File: src/rtl/xt_pkg.sv
package xt_pkg;

  localparam int XT_DW = 8;

  localparam logic [XT_DW-1:0] OPC_NOP = 8'h00;
  localparam logic [XT_DW-1:0] OPC_LDX = 8'h01;
  localparam logic [XT_DW-1:0] OPC_SXT = 8'h02;
  localparam logic [XT_DW-1:0] OPC_CLC = 8'h03;
  localparam logic [XT_DW-1:0] OPC_AXT = 8'h04;
  localparam logic [XT_DW-1:0] OPC_JMI = 8'h05;
  localparam logic [XT_DW-1:0] OPC_JPL = 8'h06;
  localparam logic [XT_DW-1:0] OPC_HLT = 8'hFF;

  typedef enum logic [2:0] {
    ST_FETCH,
    ST_DECODE,
    ST_OPND,
    ST_XCHG_B,
    ST_XCHG_C,
    ST_STOP
  } seq_state_t;

  typedef enum logic [2:0] {
    DP_IDLE,
    DP_LDX,
    DP_CLC,
    DP_ADD,
    DP_XCHG_A,
    DP_XCHG_B,
    DP_XCHG_C
  } dp_op_t;

endpackage

File: src/rtl/xt_pc.sv
module xt_pc #(
  parameter int PC_W  = 16,
  parameter int TGT_W = 8
) (
  input  logic             clk,
  input  logic             rst_ni,
  input  logic             inc_i,
  input  logic             load_i,
  input  logic [TGT_W-1:0] tgt_i,
  output logic [PC_W-1:0]  pc_o
);

  logic [PC_W-1:0] pc_q;
  logic [PC_W-1:0] pc_d;
  logic [PC_W-1:0] tgt_ext;
  logic            pc_en;

  generate
    if (PC_W > TGT_W) begin : g_zext
      assign tgt_ext = {{(PC_W-TGT_W){1'b0}}, tgt_i};
    end else begin : g_trunc
      assign tgt_ext = tgt_i[PC_W-1:0];
    end
  endgenerate

  always_comb begin
    pc_en = inc_i | load_i;
    if (load_i) pc_d = tgt_ext;
    else        pc_d = pc_q + 1'b1;
  end

  always_ff @(posedge clk or negedge rst_ni) begin
    if (!rst_ni)    pc_q <= '0;
    else if (pc_en) pc_q <= pc_d;
  end

  assign pc_o = pc_q;

  AST_PC_STEP_ONE: assert property (@(posedge clk) disable iff (!rst_ni)
    ($past(rst_ni) && $past(inc_i) && !$past(load_i)) |-> (pc_q == $past(pc_q) + 1'b1));

  AST_PC_HOLD: assert property (@(posedge clk) disable iff (!rst_ni)
    ($past(rst_ni) && !$past(inc_i) && !$past(load_i)) |-> $stable(pc_q));

endmodule

File: src/rtl/xt_datapath.sv
module xt_datapath
  import xt_pkg::*;
#(
  parameter int DW = 8
) (
  input  logic          clk,
  input  logic          rst_ni,
  input  dp_op_t        op_i,
  input  logic [DW-1:0] imm_i,
  output logic [DW-1:0] x_o,
  output logic          neg_o
);

  logic [DW-1:0] x_q, x_d, t_q, t_d;
  logic          c_q, c_d, n_q, n_d;
  logic          x_en, t_en, c_en, n_en;
  logic [DW:0]   sum;

  always_comb begin
    sum  = {1'b0, x_q} + {1'b0, t_q} + {{DW{1'b0}}, c_q};
    x_d  = x_q;
    t_d  = t_q;
    c_d  = c_q;
    n_d  = n_q;
    x_en = 1'b0;
    t_en = 1'b0;
    c_en = 1'b0;
    n_en = 1'b0;
    unique case (op_i)
      DP_LDX: begin
        x_d = imm_i;  x_en = 1'b1;
        n_d = imm_i[DW-1]; n_en = 1'b1;
      end
      DP_CLC: begin
        c_d = 1'b0; c_en = 1'b1;
      end
      DP_ADD: begin
        x_d = sum[DW-1:0]; x_en = 1'b1;
        c_d = sum[DW];     c_en = 1'b1;
        n_d = sum[DW-1];   n_en = 1'b1;
      end
      DP_XCHG_A: begin
        x_d = x_q ^ t_q; x_en = 1'b1;
      end
      DP_XCHG_B: begin
        t_d = t_q ^ x_q; t_en = 1'b1;
      end
      DP_XCHG_C: begin
        x_d = x_q ^ t_q; x_en = 1'b1;
        n_d = x_d[DW-1]; n_en = 1'b1;
      end
      default: ;
    endcase
  end

  always_ff @(posedge clk or negedge rst_ni) begin
    if (!rst_ni) begin
      x_q <= '0;
      t_q <= '0;
      c_q <= 1'b0;
      n_q <= 1'b0;
    end else begin
      if (x_en) x_q <= x_d;
      if (t_en) t_q <= t_d;
      if (c_en) c_q <= c_d;
      if (n_en) n_q <= n_d;
    end
  end

  assign x_o   = x_q;
  assign neg_o = n_q;

  AST_LDX_VALUE: assert property (@(posedge clk) disable iff (!rst_ni)
    (op_i == DP_LDX) |=> (x_q == $past(imm_i) && n_q == $past(imm_i[DW-1])));

  AST_XCHG_RESULT: assert property (@(posedge clk) disable iff (!rst_ni)
    (op_i == DP_XCHG_C) |=> (x_q == $past(t_q, 3) && t_q == $past(x_q, 3) && n_q == x_q[DW-1]));

  AST_CLC_ZERO: assert property (@(posedge clk) disable iff (!rst_ni)
    (op_i == DP_CLC) |=> !c_q);

  AST_ADD_SUM: assert property (@(posedge clk) disable iff (!rst_ni)
    (op_i == DP_ADD) |=> ({c_q, x_q} == ({1'b0, $past(x_q)} + {1'b0, $past(t_q)} + {{DW{1'b0}}, $past(c_q)})));

endmodule

File: src/rtl/xt_seq.sv
module xt_seq
  import xt_pkg::*;
#(
  parameter int DW = 8
) (
  input  logic          clk,
  input  logic          rst_ni,
  input  logic [DW-1:0] rdata_i,
  input  logic          neg_i,
  output logic          mem_rd_o,
  output logic          pc_inc_o,
  output logic          pc_load_o,
  output logic [DW-1:0] tgt_o,
  output dp_op_t        dp_op_o,
  output logic [DW-1:0] imm_o,
  output logic          halted_o
);

  seq_state_t    state_q, state_d;
  logic [DW-1:0] ir_q;
  logic          ir_en;
  logic          known_op;

  always_comb begin
    state_d   = state_q;
    ir_en     = 1'b0;
    mem_rd_o  = 1'b0;
    pc_inc_o  = 1'b0;
    pc_load_o = 1'b0;
    dp_op_o   = DP_IDLE;
    unique case (state_q)
      ST_FETCH: begin
        mem_rd_o = 1'b1;
        pc_inc_o = 1'b1;
        state_d  = ST_DECODE;
      end
      ST_DECODE: begin
        ir_en = 1'b1;
        unique case (rdata_i)
          OPC_LDX, OPC_JMI, OPC_JPL: begin
            mem_rd_o = 1'b1;
            pc_inc_o = 1'b1;
            state_d  = ST_OPND;
          end
          OPC_SXT: begin
            dp_op_o = DP_XCHG_A;
            state_d = ST_XCHG_B;
          end
          OPC_CLC: begin
            dp_op_o = DP_CLC;
            state_d = ST_FETCH;
          end
          OPC_AXT: begin
            dp_op_o = DP_ADD;
            state_d = ST_FETCH;
          end
          OPC_HLT: state_d = ST_STOP;
          default: state_d = ST_FETCH;
        endcase
      end
      ST_OPND: begin
        unique case (ir_q)
          OPC_LDX: dp_op_o   = DP_LDX;
          OPC_JMI: pc_load_o = neg_i;
          OPC_JPL: pc_load_o = !neg_i;
          default: ;
        endcase
        state_d = ST_FETCH;
      end
      ST_XCHG_B: begin
        dp_op_o = DP_XCHG_B;
        state_d = ST_XCHG_C;
      end
      ST_XCHG_C: begin
        dp_op_o = DP_XCHG_C;
        state_d = ST_FETCH;
      end
      ST_STOP: state_d = ST_STOP;
      default: state_d = ST_FETCH;
    endcase
  end

  always_ff @(posedge clk or negedge rst_ni) begin
    if (!rst_ni) state_q <= ST_FETCH;
    else         state_q <= state_d;
  end

  always_ff @(posedge clk or negedge rst_ni) begin
    if (!rst_ni)    ir_q <= '0;
    else if (ir_en) ir_q <= rdata_i;
  end

  assign tgt_o    = rdata_i;
  assign imm_o    = rdata_i;
  assign halted_o = (state_q == ST_STOP);
  assign known_op = (rdata_i inside {OPC_LDX, OPC_SXT, OPC_CLC, OPC_AXT, OPC_JMI, OPC_JPL, OPC_HLT});

  AST_UNKNOWN_ONE_BYTE: assert property (@(posedge clk) disable iff (!rst_ni)
    (state_q == ST_DECODE && !known_op) |=> (state_q == ST_FETCH));

  AST_STOP_STICKY: assert property (@(posedge clk) disable iff (!rst_ni)
    (state_q == ST_STOP) |=> (state_q == ST_STOP));

endmodule

File: src/rtl/xt_core.sv
module xt_core
  import xt_pkg::*;
#(
  parameter int PC_W = 16
) (
  input  logic            clk,
  input  logic            rst_n,
  output logic            pmem_rd,
  output logic [PC_W-1:0] pmem_addr,
  input  logic [7:0]      pmem_rdata,
  output logic            halted,
  output logic [7:0]      x_out
);

  localparam int SYNC_STAGES = 2;

  logic [SYNC_STAGES-1:0] rst_sync_q;
  logic                   rst_ni;

  always_ff @(posedge clk or negedge rst_n) begin
    if (!rst_n) rst_sync_q <= '0;
    else        rst_sync_q <= {rst_sync_q[SYNC_STAGES-2:0], 1'b1};
  end
  assign rst_ni = rst_sync_q[SYNC_STAGES-1];

  logic            pc_inc, pc_load, neg;
  logic [XT_DW-1:0] tgt, imm;
  dp_op_t          dp_op;

  xt_seq #(.DW(XT_DW)) u_seq (
    .clk      (clk),
    .rst_ni   (rst_ni),
    .rdata_i  (pmem_rdata),
    .neg_i    (neg),
    .mem_rd_o (pmem_rd),
    .pc_inc_o (pc_inc),
    .pc_load_o(pc_load),
    .tgt_o    (tgt),
    .dp_op_o  (dp_op),
    .imm_o    (imm),
    .halted_o (halted)
  );

  xt_pc #(.PC_W(PC_W), .TGT_W(XT_DW)) u_pc (
    .clk    (clk),
    .rst_ni (rst_ni),
    .inc_i  (pc_inc),
    .load_i (pc_load),
    .tgt_i  (tgt),
    .pc_o   (pmem_addr)
  );

  xt_datapath #(.DW(XT_DW)) u_dp (
    .clk    (clk),
    .rst_ni (rst_ni),
    .op_i   (dp_op),
    .imm_i  (imm),
    .x_o    (x_out),
    .neg_o  (neg)
  );

  AST_JUMP_PAGE_ZERO: assert property (@(posedge clk) disable iff (!rst_ni)
    pc_load |=> (pmem_rd && ((pmem_addr >> XT_DW) == '0)));

  AST_HALT_QUIET: assert property (@(posedge clk) disable iff (!rst_ni)
    halted |=> (halted && !pmem_rd && $stable(pmem_addr)));

  AST_RESET_ORIGIN: assert property (@(posedge clk)
    !rst_ni |-> (pmem_addr == '0 && !halted));

endmodule

File: config.mk
export PLATFORM = sky130hd
export DESIGN_NAME = xt_core
export DESIGN_NICKNAME = d
export VERILOG_FILES = /design/src/rtl/xt_pkg.sv /design/src/rtl/xt_pc.sv /design/src/rtl/xt_datapath.sv /design/src/rtl/xt_seq.sv /design/src/rtl/xt_core.sv
export SDC_FILE = /design/constraint.sdc
export NUM_CORES = 1
export LEC_CHECK = 0
export ABC_CLOCK_PERIOD_IN_PS = 4400
export BUFFER_PORTS_ARGS = -buffer_cell sky130_fd_sc_hd__buf_2
export CORE_MARGIN = 2
export CORE_UTILIZATION = 40
export CTS_CLUSTER_SIZE = 10
export DETAILED_ROUTE_END_ITERATION = 16
export PLACE_DENSITY_LB_ADDON = 0.1
export SYNTH_ARGS = -nofsm -noshare
export SYNTH_HDL_FRONTEND = slang
export SYNTH_SLANG_ARGS = --single-unit
File: constraint.sdc
create_clock -name clk -period 4.4 [get_ports clk]
set_input_delay 0.22 -clock clk [delete_from_list [all_inputs] [get_ports clk]]
set_output_delay 0.22 -clock clk [all_outputs]
set_load 0.01 [all_outputs]
==> impl_summary.md, run 1 <==
Global route
For this run, the total global-route usage over all layers was measured as 19.1%. The number of antenna violations at the first check in global routing is 0. The wire length of the first global-routing pass is 11.4 mm. Global routing finished with a remaining overflow of 0. The largest net degree at the start of global routing is 46. The via count of the first global-routing pass is 2228.

Timing
At the pin with the least slew margin, the transition time is 1.08 ns. The total negative slack for setup checks is 0 ns. The fraction of the cycle the final worst path needs is 62.6%. Between clock sinks in the finished design, the worst skew comes to 0.00582 ns. Timing would allow up to 363 MHz.

The tightest slew margin relative to the limit is 27.7%. The number of failing setup endpoints in the final timing report is 0. Setup repair after global routing left no endpoint under its margin.

The final hold violation count came to 0. The final number of max-transition violations is 0. The clock period minus final worst setup slack is 2.75 ns.

Final layout
The top cell types in the final layout, fill and taps aside, are dfrtp_1, buf_2, nand2_1. The area overhead of the layout relative to synthesis is 11.3%. The post-route standard cell area excluding fillers is 3200 um2. Of the cells placed in the final design, the portion with a size suffix greater than 1 is 24.5%. The net count reported at finish is 338. The library cell used most frequently in the layout, excluding fill and tap cells, is dfrtp_1. The total of fill cells in the finished design is 662. The antenna diode instance count is 0.

Critical path
The data required time at the worst endpoint is 4.59 ns. Walking the worst path, the cells encountered are or3b_2 > o41ai_2 > buf_4 > nor3b_1 > a221oi_1 > a22o_1. For this run, the slowest stage of the critical path takes 0.87 ns. The worst setup path is captured at a register. The endpoint arrival time on the critical path is 2.95 ns. The launch instance of the worst register-to-register path is u_seq.state_q[0].

The critical-path maximum fanout is 16. The type of the worst setup path is reg -> reg. The length in cells of the worst reg-to-reg path is 6.

The slowest stage cell on the critical path is nor3b_1. The worst register-to-register path ends at u_dp.x_o[4]. In this run the register-to-register setup slack is 1.65 ns.

In this design, the largest share of critical-path delay is due to simple AND/OR/NAND/NOR gates. Counting both buffers and inverters, the worst setup path holds a total of 1. STA classifies the critical path startpoint as a register.

Synth
When the netlist entered floorplanning its net count stood at 308. The number of instances in the synthesized netlist is 287. In this run, synthesis inferred 0 flip-flops with an integrated enable. The portion of the post-synthesis area used by sequential elements is 40.9%. In this run the mean area of a mapped cell was 10.0 um2. Synthesis inferred 47 register bits. Of all flip-flops after synthesis, the portion carrying an async set or reset was 100%. The cell area after synthesis is 2880 um2. The synthesized netlist contains 73 unique library cells. The most used flip-flop cell after synthesis is dfrtp_1. The Yosys step of the flow raised 0 warnings.

Worst hold path
In this run the most critical hold path is launched from pmem_rdata[5]. The path with the worst hold slack has its endpoint at u_pc.pc_o[5]. The path class of the tightest hold or removal check is in -> reg.

The hold path depth is 3.

Outcome
The flow ran to the end, and the final reports show no timing, DRC or antenna violations.

Power and ir drop
Total power for the finished layout comes to 0.00168 W. The peak supply drop is 0.222 mV. In this run the static leakage power is 1.38 nW. The power per cell area is 526 nW/um2.

Floorplanning
The area enclosed by the die boundary is 7880 um2. The core region is 6870 um2. The starting utilization of the core area is 41.9%. The count of standard-cell rows is 30. 36 I/O pins were placed. In this run the vertical extent of the chip is 88.8 um. The die width is 88.8 um.

Run
The number of max-cap violations is 0.

Place
At the end of routability-driven placement, the weighted congestion stood at 0.835. The standard cell area after detailed placement is 3090 um2. The count of buffers added on input and output ports is 35. The post-DP HPWL is 4.97 mm.

Routing
The final layout contains routed wiring with a total length of 6.77 mm. Dividing the detail-routed wire length by the instance count gives 16.3 um. The total vias in the final route is 2299. The first-iteration detailed-routing DRC count is 137. Dividing the detail-routed via count by the number of cells gives 5.55. The number of nets still failing antenna checks after routing is 0. The DRC violations left is 0. The first detailed-routing pass ran for 4 iterations.

Clock tree
After clock tree synthesis, the clock-pin slew on the worst setup and hold paths is 0.08 ns. Buffers inserted during clock tree synthesis total 5. Once the clock tree was built, the resizer swapped 0 gates to a different size. Clock latency on the worst-skew pair, taken at its later pin, is 0.30 ns.

In this run the number of H-tree levels came out at 2. Once the clock tree was built, the setup fixing pass inserted 0 buffers. The library cell used as clock root buffer is clkbuf_8.

TritonCTS built the clock tree. The TritonCTS sink count is 47. The clock passes through at most 2 buffers.

The number of buffers inserted by hold repair at cts is 1.
[sequential cells by signal, summed over array words and instances, names as in the netlist]
| signal | flops |
|---|---|
| u_dp.x_o | 8 |
| u_pc.pc_o | 16 |
| u_dp.t_q | 8 |
| u_seq.state_q | 3 |
| u_dp.neg_o | 1 |
| u_seq.ir_q | 8 |
| u_dp.c_q | 1 |
| rst_sync_q | 2 |
[metrics by stage]
| step | worst slack [ns] | hold slack (ns) | std cells | utilization [%] |
|---|---|---|---|---|
| 5_1_grt | 1.40 | 0.220 | 414 | 46.6 |
| 6_report | 1.65 | 0.209 | 414 | 46.6 |
| 3_3_place_gp | 1.75 | 0.00513 | 405 | 45.0 |
| 3_5_place_dp | 1.66 | 0.00501 | 405 | 45.0 |
| 2_1_floorplan | 2.22 | -0.0756 | 287 | - |
| 4_1_cts | 1.66 | 0.196 | 414 | 46.6 |
[worst max-delay path by stage]
stage          cells after the start              from  slack [ns]     endpoint
3_5_place_dp                       6  u_seq.state_q[0]        1.66  u_dp.x_o[4]
3_3_place_gp                       6  u_seq.state_q[0]        1.75  u_dp.x_o[4]
2_1_floorplan                      7  u_seq.state_q[2]        2.22  u_dp.x_o[2]
5_1_grt                            6  u_seq.state_q[0]        1.40  u_dp.x_o[4]
6_report                           6  u_seq.state_q[0]        1.65  u_dp.x_o[4]
4_1_cts                            6  u_seq.state_q[0]        1.66  u_dp.x_o[4]
[synthesized netlist by cell type (all sizes together) (5+ instances only)]
cell | count | share of area, %
o31ai | 5 | 1.3
mux2 | 13 | 5.1
buf | 7 | 1.9
xor2 | 5 | 1.5
nand2b | 5 | 1.1
nor2 | 21 | 2.7
nor3 | 5 | 1.0
dfrtp | 47 | 41
a21oi | 19 | 3.4
or4 | 8 | 2.4
clkbuf | 7 | 1.3
nand2 | 23 | 3.1
ha | 9 | 3.9
inv | 10 | 1.3
o21ai | 16 | 3.2
nand3 | 9 | 1.6
[worst min-delay path, cell delays in order]
cell	delay [ns]
buf_2	0.13
nand2_1	0.05
o21ai_0	0.07
[layout make-up]
| class | instances | area [um2] | area share [%] |
|---|---|---|---|
| multi-input combinational | 216 | 1570 | 49.1 |
| sequential | 47 | 1180 | 36.8 |
| timing repair buffer | 37 | 193 | 6.02 |
| clock buffer | 8 | 100 | 3.13 |
| tap | 96 | 120 | 3.75 |
| inverter | 10 | 37.5 | 1.17 |
[report_power, final]
| group | leakage (nW) | switching, W | internal, W | total, W |
|---|---|---|---|---|
| Sequential | 0.570 | 0.000149 | 0.000569 | 0.000718 |
| Clock | 0.0515 | 0.000142 | 0.000144 | 0.000285 |
| Combinational | 0.755 | 0.000374 | 0.000306 | 0.000680 |
| Total | 1.38 | 0.000664 | 0.00102 | 0.00168 |
[layer usage]
metal,routed length (um),vias up,share of wire [%],track usage (%)
li1,-,1130,-,-
met1,3120,1128,46,24.7
met2,3350,32,50,31.4
met3,169,9,2.5,4.29
met4,121,0,1.8,6.61
met5,0,-,0,0
[logic make-up (layout without fill, tap and decap cells)]
logic type | Yosys count | after routing | synth area share [%]
AND/OR/NAND/NOR | 101 | 101 | 20.2
AO/OA/AOI/OAI | 78 | 78 | 20.1
flip-flops | 47 | 47 | 40.9
buffers and inverters | 24 | 55 | 4.44
multiplexers | 16 | 16 | 6.14
adder cells (fa/ha/maj) | 11 | 11 | 5.31
XOR/XNOR | 9 | 9 | 2.74
other | 1 | 1 | 0.130
(Power assumes the default switching activity.)
==> run 2, diff against run 1 <==
--- a/config.mk
+++ b/config.mk
@@ -5,7 +5,7 @@
 export SDC_FILE = /design/constraint.sdc
 export NUM_CORES = 1
 export LEC_CHECK = 0
-export ABC_CLOCK_PERIOD_IN_PS = 4400
+export ABC_CLOCK_PERIOD_IN_PS = 2600
 export BUFFER_PORTS_ARGS = -buffer_cell sky130_fd_sc_hd__buf_2
 export CORE_MARGIN = 2
 export CORE_UTILIZATION = 40
==> constraint.sdc (replaced) <==
create_clock -name clk -period 2.6 [get_ports clk]
set_input_delay 0.13 -clock clk [delete_from_list [all_inputs] [get_ports clk]]
set_output_delay 0.13 -clock clk [all_outputs]
set_load 0.01 [all_outputs]
==> run 2 against run 1 <==
Against the previous run:
- non-clock buffer count increased by 7
- clock power is 110% higher
- critical endpoint is now u_dp.x_o[1]
- clock skew grew 0.0040 ns
- die area unchanged
- sequential share of layout area shrank 0.83 points
- largest cell class unchanged
- wire length up 3.5%
- global-route usage up 0.56 points
- cell count is 1.7% higher
- first-iteration DRC count rose by 22%
==> impl_summary.md, run 2 (synthesis results as in run 1) <==
Critical path
The type of the worst setup path is reg -> reg. The data required time at the worst endpoint is 2.82 ns. The setup check on the worst reg-to-reg path leaves a slack of 0.34 ns.

The endpoint arrival time on the critical path is 2.49 ns. Counting cells, the worst reg-to-reg path comes to 6. The worst setup path is launched from a register. The kind of end point of the critical path is a register. The critical-path maximum fanout is 8.

Routing
The final wirelength is 7.00 mm. The first-pass iteration count of the detailed router is 4. The detailed router finished its first iteration with 167 violations.

The DRC violations left is 0. Dividing the detail-routed wire length by the instance count gives 16.6 um. The number of nets still failing antenna checks after routing is 0.

The total vias in the final route is 2399. After detailed routing, the number of vias per cell comes to 5.70.

Floorplanning
The starting utilization of the core area is 41.9%. In this run the standard cell core region covers 6870 um2. The height of the die is 88.8 um. After floorplanning, the core was divided into 30 placement rows.

The floorplan step defined a die boundary enclosing 7880 um2. The number of ports placed on the die boundary is 36. The die width is 88.8 um.

Global route
Entering global routing, the biggest net connects 27 pins. Global routing consumed, on the met1 layer, 26.6% of the routing resources. In the global route stage, met3 resource usage came out at 3.45%.

The number of antenna violations at the first check in global routing was 0. The layer carrying the most global-route usage is met2. The via count of the first global-routing pass was 2269. The wire length of the first global-routing pass is 11.9 mm. Global routing used 32.1% of the available met2 tracks. Across every metal layer, demand over resource in global routing totals 19.6%. The total congestion overflow after global routing is 0.

Power and ir drop
The peak supply drop is 0.356 mV. Summed over all cells, the static leakage comes to 1.42 nW. In this run, flip-flops and latches consume 39.5% of the power. The net switching component of the power is 0.00118 W. The part of the power in the clock network is 19.6%. In this run, the combinational gates consume 40.8% of the power. The switching share of power is 39.2%.

The power per cell area is 919 nW/um2. Cell internal power was estimated by the tool at 0.00183 W.

Worst hold path
In this run the worst hold path is classified as in -> reg. The hold path depth is 3.

Place
The count of input and output buffers is 35. The wire-length estimate of the detail-placed layout is 5.17 mm. After detailed placement, the total cell area comes to 3140 um2. The congestion estimate from routability-driven global placement came to 0.899.

Clock tree
Post-CTS timing repair inserted 0 buffers for setup. In this run, post-CTS repair resized a total of 0 instances. The CTS buffer count is 5. The deepest level of the CTS H-tree is 2. The clock tree from TritonCTS is built. The number of buffers inserted by hold repair at cts is 1. The clock insertion delay at the later pin of the skew report is 0.31 ns. The clock drives 47 sinks.

Clock-pin slew was measured on the worst setup and hold paths at 0.09 ns. The clock passes through at most 2 buffers. The library cell used as clock root buffer is clkbuf_8.

Final layout
The post-route standard cell area excluding fillers is 3270 um2. The net count reported at finish is 345. The flip-flop count of the largest register, all copies and words added is 16. Relative to the synthesized area, the layout overhead comes to 13.8%.

In the final layout, the share of cells above drive strength 1 is 26.5%. The library cell used most frequently in the layout, excluding fill and tap cells, is dfrtp_1. The repair_antennas step left the layout with diodes totalling 0.

In the layout the commonest cells are dfrtp_1, buf_2, nand2_1.

Timing
The final setup skew is 0.00980 ns. The final hold violation count is 0. The final number of max-transition violations is 0. Setup repair after global routing left no endpoint under its margin. Hold timing on the final database bottoms out at a slack of 0.103 ns. Of the available clock period, the critical path in the final layout requires 87.1%. Setup violations remaining at the end of the flow were counted as 0. In this run the tightest slew margin relative to its limit is 27.6%.

The transition time at the pin with the least slew margin is 1.08 ns. The clock period minus final worst setup slack is 2.26 ns. Setup total negative slack on the finished layout was measured at 0 ns. For this run, the top clock speed supported by timing is 442 MHz.

Run
Across the run, the number of max-cap violations was 0.

Outcome
The run finished with clean final reports.
## run 2: cell count changes in the layout (fill, tap and decap cells not counted), sizes merged
| cell | delta |
|---|---|
| buf | +7 |
| clkbuf | -2 |
| bufinv | +1 |
| inv | +1 |
## run 2: path summary, 6_finish.rpt
path	start	end
worst max-delay path	u_seq.state_q[1]	u_dp.x_o[1]
worst min-delay path	pmem_rdata[5]	u_pc.pc_o[5]
worst max register to register	u_seq.state_q[1]	u_dp.x_o[1]
worst min register to register	rst_sync_q[1]	u_pc.pc_o[5]
max in group asynchronous	rst_sync_q[1]	u_dp.t_q[1]
min in group asynchronous	rst_n	rst_sync_q[1]
## run 2: critical path, stage by stage (launching register included)
cell     delay, ns
dfrtp_1       0.43
nor4b_1       0.18
nand4_1       0.22
nor3b_1       0.91
buf_4         0.26
nor2_1        0.05
a22oi_1       0.14
## run 2: power groups by stage
stage	sequential [W]	clock, W	combinational (W)
2_1_floorplan	0.00121	0	0.000828
3_3_place_gp	0.00120	0	0.00124
3_5_place_dp	0.00121	0	0.00123
4_1_cts	0.00119	0.000605	0.00124
5_1_grt	0.00123	0.000645	0.00139
6_report	0.00119	0.000591	0.00123
## run 2: cell type report
| class | instances | area (um2) |
|---|---|---|
| fill | 679 | 3600 |
| multi-input combinational | 216 | 1570 |
| sequential | 47 | 1180 |
| timing repair buffer | 44 | 245 |
| tap | 96 | 120 |
| clock buffer | 6 | 82.6 |
| clock inverter | 2 | 38.8 |
| inverter | 10 | 37.5 |
## run 2: through the flow
step	power, W	setup WS [ns]	util, %	cells
2_1_floorplan	0.00204	0.415	-	287
3_3_place_gp	0.00244	0.432	45.7	412
3_5_place_dp	0.00244	0.398	45.7	412
4_1_cts	0.00304	0.358	47.7	421
5_1_grt	0.00326	0.133	47.7	421
6_report	0.00301	0.336	47.7	421
## run 2: metal layers
layer / vias up / share of wire (%)
li1: 1145 / -
met1: 1203 / 46
met2: 42 / 49
met3: 9 / 3.6
met4: 0 / 1.1
met5: - / 0
==> run 3, diff against run 2 <==
--- a/config.mk
+++ b/config.mk
@@ -7,11 +7,14 @@
 export LEC_CHECK = 0
 export ABC_CLOCK_PERIOD_IN_PS = 2600
 export BUFFER_PORTS_ARGS = -buffer_cell sky130_fd_sc_hd__buf_2
+export CELL_PAD_IN_SITES_DETAIL_PLACEMENT = 1
+export CELL_PAD_IN_SITES_GLOBAL_PLACEMENT = 1
 export CORE_MARGIN = 2
 export CORE_UTILIZATION = 40
 export CTS_CLUSTER_SIZE = 10
 export DETAILED_ROUTE_END_ITERATION = 16
 export PLACE_DENSITY_LB_ADDON = 0.1
+export SLEW_MARGIN = 20
 export SYNTH_ARGS = -nofsm -noshare
 export SYNTH_HDL_FRONTEND = slang
 export SYNTH_SLANG_ARGS = --single-unit
==> run 3 against run 2 <==
Against the previous run:
- register-to-register slack got worse by 0.08 ns
- via count is 0.67% lower
- wire length increased by 10%
- sequential share of layout area about the same
- non-clock buffer count unchanged
- clock skew shrank 0.0017 ns
- global-route usage up 1.2 points
- critical path type unchanged
- highest routed layer unchanged
==> impl_summary.md, run 3 (synthesis results as in run 1) <==
Floorplanning
The count of standard-cell rows is 30. The area enclosed by the die boundary is 7880 um2. Once the floorplan was initialized, standard cells occupied 41.9% of the core. The core region is 6870 um2.

The number of ports placed on the die boundary is 36. The floorplan step set the die height to 88.8 um. The die width is 88.8 um.

Run
The tool flagged a number of max-cap violations equal to 0.

Final layout
The flip-flop count of the largest register, all copies and words added is 16. The net count reported at finish is 345. The most common library cell in the layout ignoring fill and taps is dfrtp_1. The filler cells instantiated in the layout total 797. The area growth from synthesis to layout is 13.9%. The post-route standard cell area excluding fillers is 3270 um2.

The antenna diode instance count is 0. In the layout the commonest cells are dfrtp_1, buf_2, nand2_1. The share of post-route cells with drive strength above 1 is 26.8%.

Global route
Global routing used 20.8% of the available tracks. The via count of the first global-routing pass is 2397. The first global-routing pass estimated 12.4 mm of wire. The total congestion overflow after global routing is 0. The number of antenna violations at the first check in global routing came to 0. The largest net degree at the start of global routing is 32.

Critical path
Of all nets on the critical path, the largest fanout is 10. The length in cells of the worst reg-to-reg path is 6. The type of the worst setup path is reg -> reg. The data required time at the worst endpoint is 2.84 ns.

At the worst endpoint, the arrival time is 2.59 ns. The kind of end point of the critical path is a register. The worst setup path is launched from a register.

Power and ir drop
The worst-case IR drop observed on VDD is 0.390 mV. In this run the static leakage power is 1.42 nW. The power per cell area is 924 nW/um2.

Timing
The clock period minus final worst setup slack is 2.35 ns. Based on the critical path, the design can be clocked at up to 426 MHz. Summed over all failing endpoints, the final setup total negative slack is 0 ns. The final hold violation count is 0. The fraction of the cycle the final worst path needs is 90.3%. The number of failing setup endpoints in the final timing report is 0.

The transition time at the pin with the least slew margin is 0.641 ns. The final setup skew is 0.00811 ns. The final number of max-transition violations is 0. Setup repair after global routing left no endpoint under its margin. In this run the tightest slew margin relative to its limit is 57.1%.

Clock tree
For this design, the sink count on the clock tree is 47. The clock tree from TritonCTS is built. The clock insertion delay at the later pin of the skew report is 0.31 ns. The library cell used as clock root buffer is clkbuf_8. The deepest level of the CTS H-tree is 2.

In this run, CTS created clock tree buffers numbering 5. The clock transition at the registers of the reported paths is 0.10 ns. The largest buffer count on any clock path is 2.

Routing
The number of nets still failing antenna checks after routing is 0. The total vias in the final route is 2383. Using the TritonRoute via totals, the vias-per-cell ratio works out to 5.66.

After the first detailed-routing iteration, the DRC count stood at 76. For this run, design rule violations remaining after detail routing come to 0. The final wirelength is 7.72 mm. Dividing the detail-routed wire length by the instance count gives 18.3 um. The first-pass iteration count of the detailed router is 4.

Outcome
The flow ran to the end, and the final reports show no timing, DRC or antenna violations.

Place
The standard cell area after detailed placement is 3140 um2. The count of buffers added on input and output ports is 35. The routability congestion estimate from global placement is 0.870. Detailed placement finished with a half-perimeter wire length of 5.64 mm.

Worst hold path
The worst hold path belongs to the class in -> reg. Counting instances, the worst hold path has a depth of 3.
==> run 3: cell types whose count changed in the layout (fill, tap and decap cells not counted), sizes merged <==
cell / previous run / this run
inv: 11 / 10
clkinv: 0 / 1
==> run 3: final timing paths <==
path                                   from            end  slack (ns)
max in group asynchronous     rst_sync_q[1]  u_pc.pc_o[10]        1.68
setup reg to reg           u_seq.state_q[0]    u_dp.x_o[6]        0.25
hold reg to reg               rst_sync_q[1]    u_dp.t_q[5]        0.18
setup / recovery           u_seq.state_q[0]    u_dp.x_o[6]        0.25
min in group asynchronous             rst_n  rst_sync_q[0]        0.13
hold / removal                pmem_rdata[5]   u_pc.pc_o[5]        0.09
==> run 3: through the flow <==
step | instances | setup slack, ns | util, % | hold WS (ns) | total power (W)
after global placement | 412 | 0.357 | 45.7 | -0.0851 | 0.00244
final | 421 | 0.252 | 47.7 | 0.0861 | 0.00303
after floorplan | 287 | 0.415 | - | -0.166 | 0.00204
after detailed placement | 412 | 0.252 | 45.7 | -0.0827 | 0.00246
after CTS | 421 | 0.253 | 47.6 | 0.0835 | 0.00306
after global routing | 421 | 0.149 | 47.7 | 0.106 | 0.00325
==> run 3: final cells by class <==
| type | count | area, um2 | share of cell area [%] |
|---|---|---|---|
| Clock buffer | 6 | 82.6 | 2.52 |
| Clock inverter | 2 | 35.0 | 1.07 |
| Inverter | 10 | 37.5 | 1.15 |
| Multi-Input combinational cell | 216 | 1580 | 48.1 |
| Tap cell | 96 | 120 | 3.67 |
| Sequential cell | 47 | 1180 | 36.0 |
| Timing Repair Buffer | 44 | 245 | 7.49 |
==> run 3: worst max-delay path, stage by stage, from the launching register on <==
cell and delay [ns]:
dfrtp_1 0.47, or3b_2 0.57, o41ai_2 0.41, buf_4 0.26
nand3b_1 0.19, o221ai_1 0.18, nor3_2 0.19
==> run 3: what timing repair did <==
action                                  in CTS  in global routing
hold buffers                                 1                  0
endpoints found under the setup margin       0                  0
endpoints found under the hold margin        2                  0
gates resized for setup                      0                  0
buffers inserted                             0                  0
==> run 3: routing by layer <==
layer | vias to the layer above | GRT usage [%] | part of all wire (%)
met2 | 36 | 35.9 | 49
met4 | 0 | 6.20 | 1.4
met3 | 9 | 2.89 | 2.5
met1 | 1202 | 27.0 | 47
met5 | - | 0 | 0
li1 | 1136 | - | -
==> run 3: power by group <==
part           switching [W]  internal [W]  total, W
clock network       0.000273      0.000312  0.000585
registers           0.000231      0.000963   0.00119
logic               0.000697      0.000550   0.00125
